[config.mk]
export PLATFORM = sky130hd
export DESIGN_NAME = card_act_seq
export DESIGN_NICKNAME = d
export VERILOG_FILES = /design/src/rtl/card_act_pkg.sv /design/src/rtl/card_cmd_decode.sv /design/src/rtl/card_power_seq.sv /design/src/rtl/card_act_seq.sv
export SDC_FILE = /design/constraint.sdc
export NUM_CORES = 1
export LEC_CHECK = 0
export ABC_AREA = 1
export BUFFER_PORTS_ARGS = -buffer_cell sky130_fd_sc_hd__buf_2
export CELL_PAD_IN_SITES_DETAIL_PLACEMENT = 2
export CELL_PAD_IN_SITES_GLOBAL_PLACEMENT = 2
export CORE_MARGIN = 3
export CORE_UTILIZATION = 36
export DETAILED_ROUTE_END_ITERATION = 12
export GPL_ROUTABILITY_DRIVEN = 0
export GPL_TIMING_DRIVEN = 0
export PLACE_DENSITY_LB_ADDON = 0.1
export SETUP_SLACK_MARGIN = 0.5
export SLEW_MARGIN = 20
export SYNTH_ARGS = -nofsm -noshare
export SYNTH_HDL_FRONTEND = slang
export SYNTH_SLANG_ARGS = --single-unit
[constraint.sdc]
create_clock -name clk -period 1.78 [get_ports clk]
set_input_delay 0.267 -clock clk [delete_from_list [all_inputs] [get_ports clk]]
set_output_delay 0.267 -clock clk [all_outputs]
set_load 0.1 [all_outputs]
[src/rtl/card_act_pkg.sv]
package card_act_pkg;

  typedef enum logic [1:0] {
    DEC_HIGH,
    DEC_QUAL,
    DEC_SESS,
    DEC_IGN
  } dec_st_e;

  typedef enum logic [2:0] {
    SEQ_IDLE,
    SEQ_OSC,
    SEQ_RAMP,
    SEQ_LIVE,
    SEQ_DOWN
  } seq_st_e;

  // width of a counter that must hold values 0..maxv
  function automatic int unsigned cnt_w(input int unsigned maxv);
    return (maxv < 2) ? 1 : $clog2(maxv + 1);
  endfunction

  function automatic int unsigned max2(input int unsigned a, input int unsigned b);
    return (a > b) ? a : b;
  endfunction

  // a rearm window still holding budget accepts a low sample
  function automatic logic window_open(input int unsigned left);
    return left != 0;
  endfunction

endpackage

[src/rtl/card_cmd_decode.sv]
module card_cmd_decode
  import card_act_pkg::*;
#(
  parameter int unsigned IDLE_TICKS  = 30000,
  parameter int unsigned SHORT_TICKS = 1000,
  parameter int unsigned REARM_TICKS = 15000
) (
  input  logic clk,
  input  logic rst_n,
  input  logic tick,
  input  logic cmd_n,
  output logic start_hi,
  output logic start_lo,
  output logic stop_ev
);

  localparam int unsigned HI_W = cnt_w(IDLE_TICKS);
  localparam int unsigned LO_W = cnt_w(SHORT_TICKS);
  localparam int unsigned WN_W = cnt_w(REARM_TICKS);
  localparam logic [HI_W-1:0] HI_MAX = HI_W'(IDLE_TICKS);
  localparam logic [LO_W-1:0] LO_LIM = LO_W'(SHORT_TICKS);
  localparam logic [WN_W-1:0] WN_LEN = WN_W'(REARM_TICKS);

  dec_st_e         st_q, st_d;
  logic [HI_W-1:0] hi_q, hi_d;
  logic [LO_W-1:0] lo_q, lo_d;
  logic [WN_W-1:0] win_q, win_d;

  logic win_live;
  assign win_live = window_open(int'(win_q));

  assign start_lo = tick && (st_q == DEC_HIGH) && !cmd_n && win_live;
  assign start_hi = tick && (st_q == DEC_QUAL) && !cmd_n && (lo_q == LO_LIM);
  assign stop_ev  = tick && (st_q == DEC_SESS) && cmd_n;

  always_comb begin
    st_d  = st_q;
    hi_d  = hi_q;
    lo_d  = lo_q;
    win_d = win_q;
    if (tick) begin
      unique case (st_q)
        DEC_HIGH: begin
          if (!cmd_n) begin
            win_d = '0;
            if (win_live) begin
              st_d = DEC_SESS;
            end else if (hi_q == HI_MAX) begin
              st_d = DEC_QUAL;
              lo_d = LO_W'(1);
            end else begin
              st_d = DEC_IGN;
            end
          end else begin
            if (hi_q != HI_MAX) hi_d = hi_q + 1'b1;
            if (win_live) win_d = win_q - 1'b1;
          end
        end
        DEC_QUAL: begin
          if (cmd_n) begin
            st_d  = DEC_HIGH;
            hi_d  = HI_W'(1);
            win_d = WN_LEN;
          end else if (lo_q == LO_LIM) begin
            st_d = DEC_SESS;
          end else begin
            lo_d = lo_q + 1'b1;
          end
        end
        DEC_SESS: begin
          if (cmd_n) begin
            st_d  = DEC_HIGH;
            hi_d  = HI_W'(1);
            win_d = WN_LEN;
          end
        end
        default: begin
          if (cmd_n) begin
            st_d  = DEC_HIGH;
            hi_d  = HI_W'(1);
            win_d = '0;
          end
        end
      endcase
    end
  end

  always_ff @(posedge clk or negedge rst_n) begin
    if (!rst_n) begin
      st_q  <= DEC_HIGH;
      hi_q  <= '0;
      lo_q  <= '0;
      win_q <= '0;
    end else begin
      st_q  <= st_d;
      hi_q  <= hi_d;
      lo_q  <= lo_d;
      win_q <= win_d;
    end
  end

endmodule

[src/rtl/card_power_seq.sv]
module card_power_seq
  import card_act_pkg::*;
#(
  parameter int unsigned OSC_TICKS    = 3200,
  parameter int unsigned CLKDLY_TICKS = 270,
  parameter int unsigned N_FAULT      = 4
) (
  input  logic               clk,
  input  logic               rst_n,
  input  logic               tick,
  input  logic               start_hi,
  input  logic               start_lo,
  input  logic               stop_ev,
  input  logic [N_FAULT-1:0] fault_flags,
  input  logic               card_rst_req,
  output logic               supply_on,
  output logic               supply_hi,
  output logic               cclk_on,
  output logic               data_on,
  output logic               card_rst,
  output logic               sess_live
);

  localparam int unsigned CW = cnt_w(max2(OSC_TICKS, CLKDLY_TICKS));
  localparam logic [CW-1:0] OSC_LAST = CW'(OSC_TICKS - 1);
  localparam logic [CW-1:0] CLK_LAST = CW'(CLKDLY_TICKS - 1);

  seq_st_e       st_q, st_d;
  logic [CW-1:0] cnt_q, cnt_d;
  logic [1:0]    step_q, step_d;
  logic          sup_d, lvl_d, clk_d, dat_d, rst_d;

  logic any_fault, want_start, abort;
  assign any_fault  = |fault_flags;
  assign want_start = tick && (start_hi || start_lo) && !any_fault;
  assign abort      = tick && (stop_ev || any_fault);

  always_comb begin
    st_d   = st_q;
    cnt_d  = cnt_q;
    step_d = step_q;
    sup_d  = supply_on;
    lvl_d  = supply_hi;
    clk_d  = cclk_on;
    dat_d  = data_on;
    unique case (st_q)
      SEQ_IDLE: begin
        if (want_start) begin
          st_d  = SEQ_OSC;
          cnt_d = '0;
          lvl_d = start_hi;
        end
      end
      SEQ_OSC: begin
        if (abort) begin
          st_d   = SEQ_DOWN;
          step_d = 2'd0;
        end else if (tick) begin
          if (cnt_q == OSC_LAST) begin
            st_d  = SEQ_RAMP;
            cnt_d = '0;
            sup_d = 1'b1;
          end else begin
            cnt_d = cnt_q + 1'b1;
          end
        end
      end
      SEQ_RAMP: begin
        if (abort) begin
          st_d   = SEQ_DOWN;
          step_d = 2'd0;
        end else if (tick) begin
          if (cnt_q == CLK_LAST) begin
            st_d  = SEQ_LIVE;
            clk_d = 1'b1;
            dat_d = 1'b1;
          end else begin
            cnt_d = cnt_q + 1'b1;
          end
        end
      end
      SEQ_LIVE: begin
        if (abort) begin
          st_d   = SEQ_DOWN;
          step_d = 2'd0;
        end
      end
      default: begin
        if (tick) begin
          unique case (step_q)
            2'd0: begin
              clk_d  = 1'b0;
              step_d = 2'd1;
            end
            2'd1: begin
              dat_d  = 1'b0;
              step_d = 2'd2;
            end
            default: begin
              sup_d = 1'b0;
              st_d  = SEQ_IDLE;
            end
          endcase
        end
      end
    endcase
    rst_d = (st_d == SEQ_LIVE) ? card_rst_req : 1'b0;
  end

  assign sess_live = (st_q == SEQ_LIVE);

  always_ff @(posedge clk or negedge rst_n) begin
    if (!rst_n) begin
      st_q      <= SEQ_IDLE;
      cnt_q     <= '0;
      step_q    <= 2'd0;
      supply_on <= 1'b0;
      supply_hi <= 1'b0;
      cclk_on   <= 1'b0;
      data_on   <= 1'b0;
      card_rst  <= 1'b0;
    end else begin
      st_q      <= st_d;
      cnt_q     <= cnt_d;
      step_q    <= step_d;
      supply_on <= sup_d;
      supply_hi <= lvl_d;
      cclk_on   <= clk_d;
      data_on   <= dat_d;
      card_rst  <= rst_d;
    end
  end

endmodule

[src/rtl/card_act_seq.sv]
module card_act_seq
  import card_act_pkg::*;
#(
  parameter int unsigned IDLE_TICKS   = 30000,
  parameter int unsigned SHORT_TICKS  = 1000,
  parameter int unsigned REARM_TICKS  = 15000,
  parameter int unsigned OSC_TICKS    = 3200,
  parameter int unsigned CLKDLY_TICKS = 270,
  parameter int unsigned N_FAULT      = 4
) (
  input  logic               clk,
  input  logic               rst_n,
  input  logic               tick,
  input  logic               sess_req_n,
  input  logic               card_rst_req,
  input  logic [N_FAULT-1:0] fault_flags,
  output logic               supply_on,
  output logic               supply_hi,
  output logic               cclk_on,
  output logic               data_on,
  output logic               card_rst,
  output logic               sess_live
);

  // decoder events, named so the checker can see them
  logic start_hi;
  logic start_lo;
  logic stop_ev;

  card_cmd_decode #(
    .IDLE_TICKS (IDLE_TICKS),
    .SHORT_TICKS(SHORT_TICKS),
    .REARM_TICKS(REARM_TICKS)
  ) u_dec (
    .clk     (clk),
    .rst_n   (rst_n),
    .tick    (tick),
    .cmd_n   (sess_req_n),
    .start_hi(start_hi),
    .start_lo(start_lo),
    .stop_ev (stop_ev)
  );

  card_power_seq #(
    .OSC_TICKS   (OSC_TICKS),
    .CLKDLY_TICKS(CLKDLY_TICKS),
    .N_FAULT     (N_FAULT)
  ) u_seq (
    .clk         (clk),
    .rst_n       (rst_n),
    .tick        (tick),
    .start_hi    (start_hi),
    .start_lo    (start_lo),
    .stop_ev     (stop_ev),
    .fault_flags (fault_flags),
    .card_rst_req(card_rst_req),
    .supply_on   (supply_on),
    .supply_hi   (supply_hi),
    .cclk_on     (cclk_on),
    .data_on     (data_on),
    .card_rst    (card_rst),
    .sess_live   (sess_live)
  );

endmodule

==> results of run 1 <==
timing repair:
action,CTS
endpoints found under the setup margin,69
pin swaps,20
hold endpoints to repair,26
hold buffers,1
gates resized for setup,172
setup buffers,45
cloned,4
per-stage QoR:
| step | setup slack (ns) | TNS [ns] | area (µm²) |
|---|---|---|---|
| 2_1_floorplan | 0.224 | 0 | 4560 |
| 3_3_place_gp | -0.114 | -0.402 | 4830 |
| 3_5_place_dp | -0.171 | -2.36 | 4860 |
| 4_1_cts | -0.0306 | -0.0913 | 6140 |
logic make-up after synthesis:
kind of cell    Yosys count  synth area share
simple gates            409             0.400
fa+ha+maj                12            0.0334
buf+inv                  79            0.0751
xor+xnor                 21            0.0409
flops                    63             0.351
compound gates           70            0.0999
==> results.md, run 1 <==
- Ys flop type: dfrtp_1
- PortBufs: 13
- Post-DP HPWL: 11.5 mm
- Num CTS Buffers: 9
- Top cells by area, synth: dfrtp_1, nand2_1, nand3_1, nor2_1, inv_1
- Cells after DPL: 836
- Clock Path Buffers: 2
- Sink Count: 63
- Synth area leader: dfrtp_1
- Status: did not finish
- Error: [ERROR DPL-0033] detailed placement checks failed during check placement.
- Largest net degree at the start of global routing: 38
- Die height: 118 µm
- Yosys top cell area share: 0.351
- Post-synthesis sequential area ratio: 0.351
- Yosys reg bits: 63
- Ports: 15
- Post-synthesis cell type count: 36
- Initial antenna violation count: 0
- H-tree Lvls: 3
- Cells after synthesis: 654
- Num rows: 40
- EDFF count, synth: 0
- Top-count cell post-synth: nand2_1
- Yosys warning count: 0
- Die Wd: 118 µm
- Initial Util: 0.371
- Last stage: 5_1_grt
- Syn Nets: 675
- Worst End Pin Type: register data pin
- Mapped Area: 4500 µm²
- Root Driver: clkbuf_16
- Worst Endpoint after GRT Repair: u_seq.cnt_q[5]$_DFFE_PN0P_/D
- Most frequent cells after synthesis: nand2_1, nor2_1, nand3_1
- Syn_area_per_cell: 6.88 µm²
- FFs w/ async S/R, synth: 1.00
==> run 2: changes to the inputs <==
Settings changed: CELL_PAD_IN_SITES_DETAIL_PLACEMENT 2 to not set, CELL_PAD_IN_SITES_GLOBAL_PLACEMENT 2 to not set, CORE_UTILIZATION 36 to 30, PLACE_DENSITY_LB_ADDON 0.1 to 0.15, SETUP_SLACK_MARGIN 0.5 to not set.
==> results.md, run 2 <==
- FFs w/ async S/R, synth: 1.00 (unchanged)
- Syn_area_per_cell: 6.88 µm² (unchanged)
- Post-synthesis sequential area ratio: 0.351 (unchanged)
- Yosys warning count: 0 (unchanged)
- Yosys top cell area share: 0.351 (unchanged)
- Yosys reg bits: 63 (unchanged)
- Worst reg-to-reg path cell count: 12
- Fmax: 559 MHz
- TNS Setup: -0.0422 ns
- Syn Nets: 675 (unchanged)
- Post-route setup slack: -0.0101 ns
- EDFF count, synth: 0 (unchanged)
- Ports: 15 (unchanged)
- Hold wc startpoint: card_rst_req
- CP Max Fanout: 5
- Worst rel slew slack: 0.663
- MaxCap Viol Count: 0
- Leakage power: 2.51 nW
- Clock tree from TritonCTS: built
- Wire per inst: 13.4 µm
- DRT Pass-1 Iters: 5
- WP data arrival: 2.02 ns
- Status: finished, violations left (was did not finish)
- Total global routing track utilization: 0.149
- Hold Crit Class: primary input to flop
- Setup Crit Path Kind: flop to flop
- Gr ovfl total: 0
- Synth area leader: dfrtp_1 (unchanged)
- Antenna cell count: 0
- Least-Margin Pin Slew: 0.505 ns
- Ys flop type: dfrtp_1 (unchanged)
- Via Count: 4,368
- WHS Path Cells: 2
- Layer with the highest usage: met2
- Reg-to-Reg End: u_seq.cnt_q[7]
- Die height: 128 µm (was 118 µm)
- Clk_lat worst skew: 0.34 ns
- RSZ-0062 raised after global routing: true
- Most common cell after layout, fill and taps aside: nand2_1
- Post-DP HPWL: 8.47 mm (was 11.5 mm)
- Most frequent cells in the layout: nand2_1, nor2_1, nand3_1
- Final Cycle Share: 1.01
- Initial DRC count: 334
- Worst R2R Start: u_dec.lo_q[0]
- Clock Path Buffers: 2 (unchanged)
- Cells after synthesis: 654 (unchanged)
- Final Hold Fails: 0
- H-tree Lvls: 3 (unchanged)
- Die area: 16,500 µm²
- Pwr Density: 1210 nW/µm²
- Critical path origin: u_dec.lo_q[0]
- Clock-pin transition on the worst setup and hold timing paths: 0.06 ns
- Nets: 726
- Met3 usage: 0.0286
- Post-synthesis cell type count: 36 (unchanged)
- Reg with most FFs: u_dec.hi_q
- Post-route minimum period: 1.79 ns
- Number of global-route vias before repair: 4,046
- Final setup vio count: 5
- Synth-to-Final Area Change: 24.3%
- Top cells by area, synth: dfrtp_1, nand2_1, nand3_1, nor2_1, inv_1 (unchanged)
- Root Driver: clkbuf_16 (unchanged)
- CP required: 2.01 ns
- Grt met2 use: 0.224
- Num rows: 44 (was 40)
- Mapped Area: 4500 µm² (unchanged)
- Top-count cell post-synth: nand2_1 (unchanged)
- Routed wire length: 11.9 mm
- Top Registers: u_dec.hi_q x15, u_dec.win_q x14, u_seq.cnt_q x12
- Worst vdd ir: 0.000485 V
- Max FFs per register: 15
- DR vias/cell: 4.89
- Sink Count: 63 (unchanged)
- Crit. End Element: flop
- Initial antenna violation count: 0
- Clock skew: 0.00711 ns
- Die Wd: 128 µm (was 118 µm)
- Global-route wire length before repair: 20.0 mm
- Most frequent cells after synthesis: nand2_1, nor2_1, nand3_1 (unchanged)
- DRC: 0
- PortBufs: 13 (unchanged)
- Met1 usage: 0.205
- Area of the core: 14,600 µm²
- Post-DRT Antenna Nets: 0
- Initial Util: 0.308 (was 0.371)
- Failing checks: negative setup slack
- Largest net degree at the start of global routing: 46
- Num CTS Buffers: 9 (unchanged)
- R2R setup slack: -0.01 ns
- Startpoint Class: flop
- Final core occ: 0.383
- Hold EP: u_seq.card_rst
- Share of layout cells above drive strength 1: 0.217
- Final Slew Violations: 0
run 2: logic make-up (layout without fill, tap and decap cells):
family | Yosys count | after routing | share of synthesized area
simple gates | 409 | 409 | 0.400
buf+inv | 79 | 135 | 0.0751
compound gates | 70 | 70 | 0.0999
flops | 63 | 63 | 0.351
xor+xnor | 21 | 21 | 0.0409
fa+ha+maj | 12 | 12 | 0.0334
run 2: metrics by stage:
stage               power [W]  cells  area [µm²]  hold slack [ns]  setup WS (ns)
global placement      0.00415    851        4800            0.488         -0.191
CTS                   0.00636    878        5290            0.161        0.00996
floorplan             0.00359    654        4500          -0.0286          0.190
finish                0.00674    894        5590            0.176        -0.0101
detailed placement    0.00417    852        4830            0.179         -0.179
global route          0.00721    894        5590            0.175         -0.126
run 2: critical path, stage by stage, from the launching register on:
cell and delay (ns):
dfrtp_2 0.43, inv_2 0.09, ha_4 0.14, nand2_2 0.06, nor2_4 0.12, nand4_1 0.18
nand2_1 0.15, nand2_2 0.08, nand2_4 0.10, nand2_4 0.08, clkbuf_16 0.17, nand2_1 0.05
nand2_1 0.05
run 2: worst max path at each step:
stage / endpoint / slack, ns / cells past startpoint
after floorplan: u_seq.cnt_q[0] / 0.19 / 13
after global placement: u_seq.st_q[0] / -0.19 / 8
after detailed placement: u_seq.st_q[0] / -0.18 / 8
after CTS: u_seq.cnt_q[3] / 0.01 / 12
after global routing: u_seq.cnt_q[5] / -0.13 / 12
final: u_seq.cnt_q[7] / -0.01 / 12
run 2: layout make-up:
cell class / instances / area, µm²
multi-input combinational: 512 / 2750
tap: 184 / 230
buffer: 13 / 113
timing repair buffer: 41 / 320
clock inverter: 2 / 60.1
clock buffer: 14 / 284
fill: 1507 / 9000
inverter: 65 / 248
sequential: 63 / 1580
run 2: power by group:
group | internal [W] | total (W) | switching, W
Sequential | 0.00168 | 0.00198 | 0.000296
Combinational | 0.00104 | 0.00270 | 0.00166
Clock | 0.00138 | 0.00206 | 0.000677
run 2: repair_timing:
item | 4_1_cts | 5_1_grt
setup buffers | 9 | 16
hold buffers | 1 | 0
endpoints found under the setup margin | 40 | 52
hold endpoints to repair | 18 | 0
pin swaps | 2 | 18
resized for setup | 16 | 57
cloned | 0 | 1
run 2: routing by layer:
metal | vias to the layer above | wire [µm]
li1 | 2225 | -
met1 | 2057 | 5980
met2 | 66 | 5350
met3 | 20 | 370
met4 | 0 | 245
met5 | - | 0
(Power assumes the default switching activity.)
==> run 3: changes to the inputs <==
--- a/constraint.sdc
+++ b/constraint.sdc
@@ -3,2 +3,2 @@
 set_output_delay 0.267 -clock clk [all_outputs]
-set_load 0.1 [all_outputs]
+set_load 0.02 [all_outputs]
==> results.md, run 3 (synthesized netlist as in run 2, its figures left out) <==
- Status: completed (was finished, violations left)
- MaxCap Viol Count: 0 (unchanged)
- DR vias/cell: 4.83 (was 4.89)
- PortBufs: 13 (unchanged)
- Reg with most FFs: u_dec.hi_q (unchanged)
- Antenna cell count: 0 (unchanged)
- Post-route cell area: 5530 µm² (was 5590 µm²)
- Gr ovfl total: 0 (unchanged)
- Hold Crit Class: primary input to flop (unchanged)
- Post-DP HPWL: 8.48 mm (was 8.47 mm)
- Storage cell area: 1580 µm² (about the same)
- Die height: 128 µm (unchanged)
- Area of the core: 14,600 µm² (unchanged)
- Part of the power in registers: 0.303 (was 0.293)
- Routed wire length: 12.1 mm (was 11.9 mm)
- Die area: 16,500 µm² (unchanged)
- Num rows: 44 (unchanged)
- RSZ-0062 raised after global routing: true (unchanged)
- Worst vdd ir: 0.000499 V (was 0.000485 V)
- Leakage power: 2.49 nW (was 2.51 nW)
- Initial Util: 0.308 (unchanged)
- Startpoint Class: flop (unchanged)
- Root Driver: clkbuf_16 (unchanged)
- H-tree Lvls: 3 (unchanged)
- Least-Margin Pin Slew: 0.540 ns (was 0.505 ns)
- Area of the multi-input gates: 2750 µm² (unchanged)
- Fmax: 564 MHz (was 559 MHz)
- DRT Pass-1 Iters: 5 (unchanged)
- Clock Path Buffers: 2 (unchanged)
- Sink Count: 63 (unchanged)
- Global-route wire length before repair: 20.3 mm (was 20.0 mm)
- Ports: 15 (unchanged)
- Crit. End Element: flop (unchanged)
- Clock-pin transition on the worst setup and hold timing paths: 0.06 ns (about the same)
- Clock tree from TritonCTS: built (unchanged)
- Wire per inst: 13.5 µm (was 13.4 µm)
- Initial antenna violation count: 0 (unchanged)
- Final Cycle Share: 0.995 (was 1.01)
- Post-route minimum period: 1.77 ns (was 1.79 ns)
- Largest net degree at the start of global routing: 38 (was 46)
- Post-DRT Antenna Nets: 0 (unchanged)
- Clock skew: 0.00900 ns (was 0.00711 ns)
- Clk pwr share: 0.279 (was 0.305)
- Net Sw Frac: 0.409 (was 0.391)
- Max FFs per register: 15 (unchanged)
- Top Registers: u_dec.hi_q x15, u_dec.win_q x14, u_seq.cnt_q x12 (unchanged)
- Final setup vio count: 0 (was 5)
- Initial DRC count: 366 (was 334)
- Post-route setup slack: 0.00819 ns (was -0.0101 ns)
- WP data arrival: 2.00 ns (was 2.02 ns)
- Worst R2R Start: u_dec.st_q[1] (was u_dec.lo_q[0])
- Share of layout cells above drive strength 1: 0.221 (was 0.217)
- Comb pwr share: 0.417 (was 0.401)
- CP Max Fanout: 7 (was 5)
- Die Wd: 128 µm (unchanged)
- Most frequent cells in the layout: nand2_1, nor2_1, nand3_1 (unchanged)
- Worst rel slew slack: 0.640 (was 0.663)
- Nets: 725 (was 726)
- Total chip power: 0.00648 W (was 0.00674 W)
- Final Hold Fails: 0 (unchanged)
- DRC: 0 (unchanged)
- Final core occ: 0.379 (was 0.383)
- Clk_lat worst skew: 0.34 ns (about the same)
- Num CTS Buffers: 9 (unchanged)
- Placed cell area: 4810 µm² (was 4830 µm²)
- Int Power: 0.00383 W (was 0.00410 W)
- CP required: 2.01 ns (about the same)
- Via Count: 4,314 (was 4,368)
- Number of global-route vias before repair: 4,159 (was 4,046)
- Hold wc startpoint: card_rst_req (unchanged)
- Place WS: -0.206 ns (was -0.179 ns)
- Setup Crit Path Kind: flop to flop (unchanged)
- Total global routing track utilization: 0.152 (was 0.149)
- Sw power: 0.00265 W (was 0.00264 W)
- Most common cell after layout, fill and taps aside: nand2_1 (unchanged)
- FILL cells: 1,535 (was 1,507)
- Final Slew Violations: 0 (unchanged)
- Critical path origin: u_dec.st_q[1] (was u_dec.lo_q[0])
- Pwr Density: 1170 nW/µm² (was 1210 nW/µm²)
- Synth-to-Final Area Change: 23.1% (was 24.3%)
==> run 3: cell count changes in the layout (fill, tap and decap cells not counted), moves of 3 or more <==
cell        previous run  this run
dfrtp_2                6         3
clkinvlp_4             1         4
nor2_2                 6        10
nand2_2               17        21
nand2_1              185       179
dfrtp_1               57        60
inv_4                  0         3
clkbuf_8               4         0
nor2_4                 8         4
==> run 3: worst max-delay path, stage by stage, from the launching register on <==
cell and delay, ns:
dfrtp_1 0.41, inv_2 0.09, buf_4 0.12, ha_4 0.16, inv_4 0.07, nor3_2 0.15, nand2_1 0.08, nand2_2 0.07
nand2_2 0.07, nand2_4 0.10, nand2_4 0.08, clkbuf_16 0.17, nand2_2 0.05, nand2_1 0.05
==> run 3: final cells by class <==
type	instances	share of cell area
clock buffers	9	0.0407
plain buffers	13	0.0208
flip-flops and latches	63	0.286
clock inverters	7	0.0129
repair buffers	40	0.0554
inverters	65	0.0461
multi-input cells	512	0.497
well taps	184	0.0416
==> run 3: through the flow <==
step / std cells / hold slack, ns / setup TNS (ns)
2_1_floorplan: 654 / -0.0286 / 0
3_3_place_gp: 851 / 0.485 / -1.49
3_5_place_dp: 852 / 0.217 / -2.02
4_1_cts: 875 / 0.169 / 0
5_1_grt: 893 / 0.174 / -1.14
6_report: 893 / 0.184 / 0
==> run 3: metal layers <==
layer	GRT usage	vias up	wire, µm
li1	-	2220	-
met1	0.204	2038	6030
met2	0.236	48	5570
met3	0.0332	8	336
met4	0.0643	0	153
met5	0	-	0
==> run 3: worst paths after layout <==
| kind | end | slack [ns] | cells after the start |
|---|---|---|---|
| setup / recovery | u_seq.cnt_q[5] | 0.008 | 13 |
| hold / removal | u_seq.card_rst | 0.18 | 2 |
| setup reg to reg | u_seq.cnt_q[5] | 0.008 | 13 |
| hold reg to reg | u_seq.data_on | 0.49 | 2 |
| max in group asynchronous | u_seq.cnt_q[0] | 0.84 | 3 |
| min in group asynchronous | u_dec.win_q[13] | 0.39 | 2 |
==> run 3: what timing repair did <==
action / 4_1_cts / 5_1_grt
hold buffers: 1 / 0
gates resized for setup: 19 / 64
pin swaps: 1 / 18
endpoints found under the setup margin: 37 / 51
setup buffers: 6 / 18
gates cloned: 0 / 1
hold endpoints to repair: 26 / 0
==> run 3: power by group through the flow <==
| stage | Sequential (W) | Combinational, W | Clock, W |
|---|---|---|---|
| 4_1_cts | 0.00195 | 0.00225 | 0.00187 |
| 5_1_grt | 0.00201 | 0.00304 | 0.00191 |
| 6_report | 0.00196 | 0.00270 | 0.00181 |
| 3_3_place_gp | 0.00197 | 0.00213 | 0 |
| 2_1_floorplan | 0.00190 | 0.00164 | 0 |
| 3_5_place_dp | 0.00196 | 0.00215 | 0 |
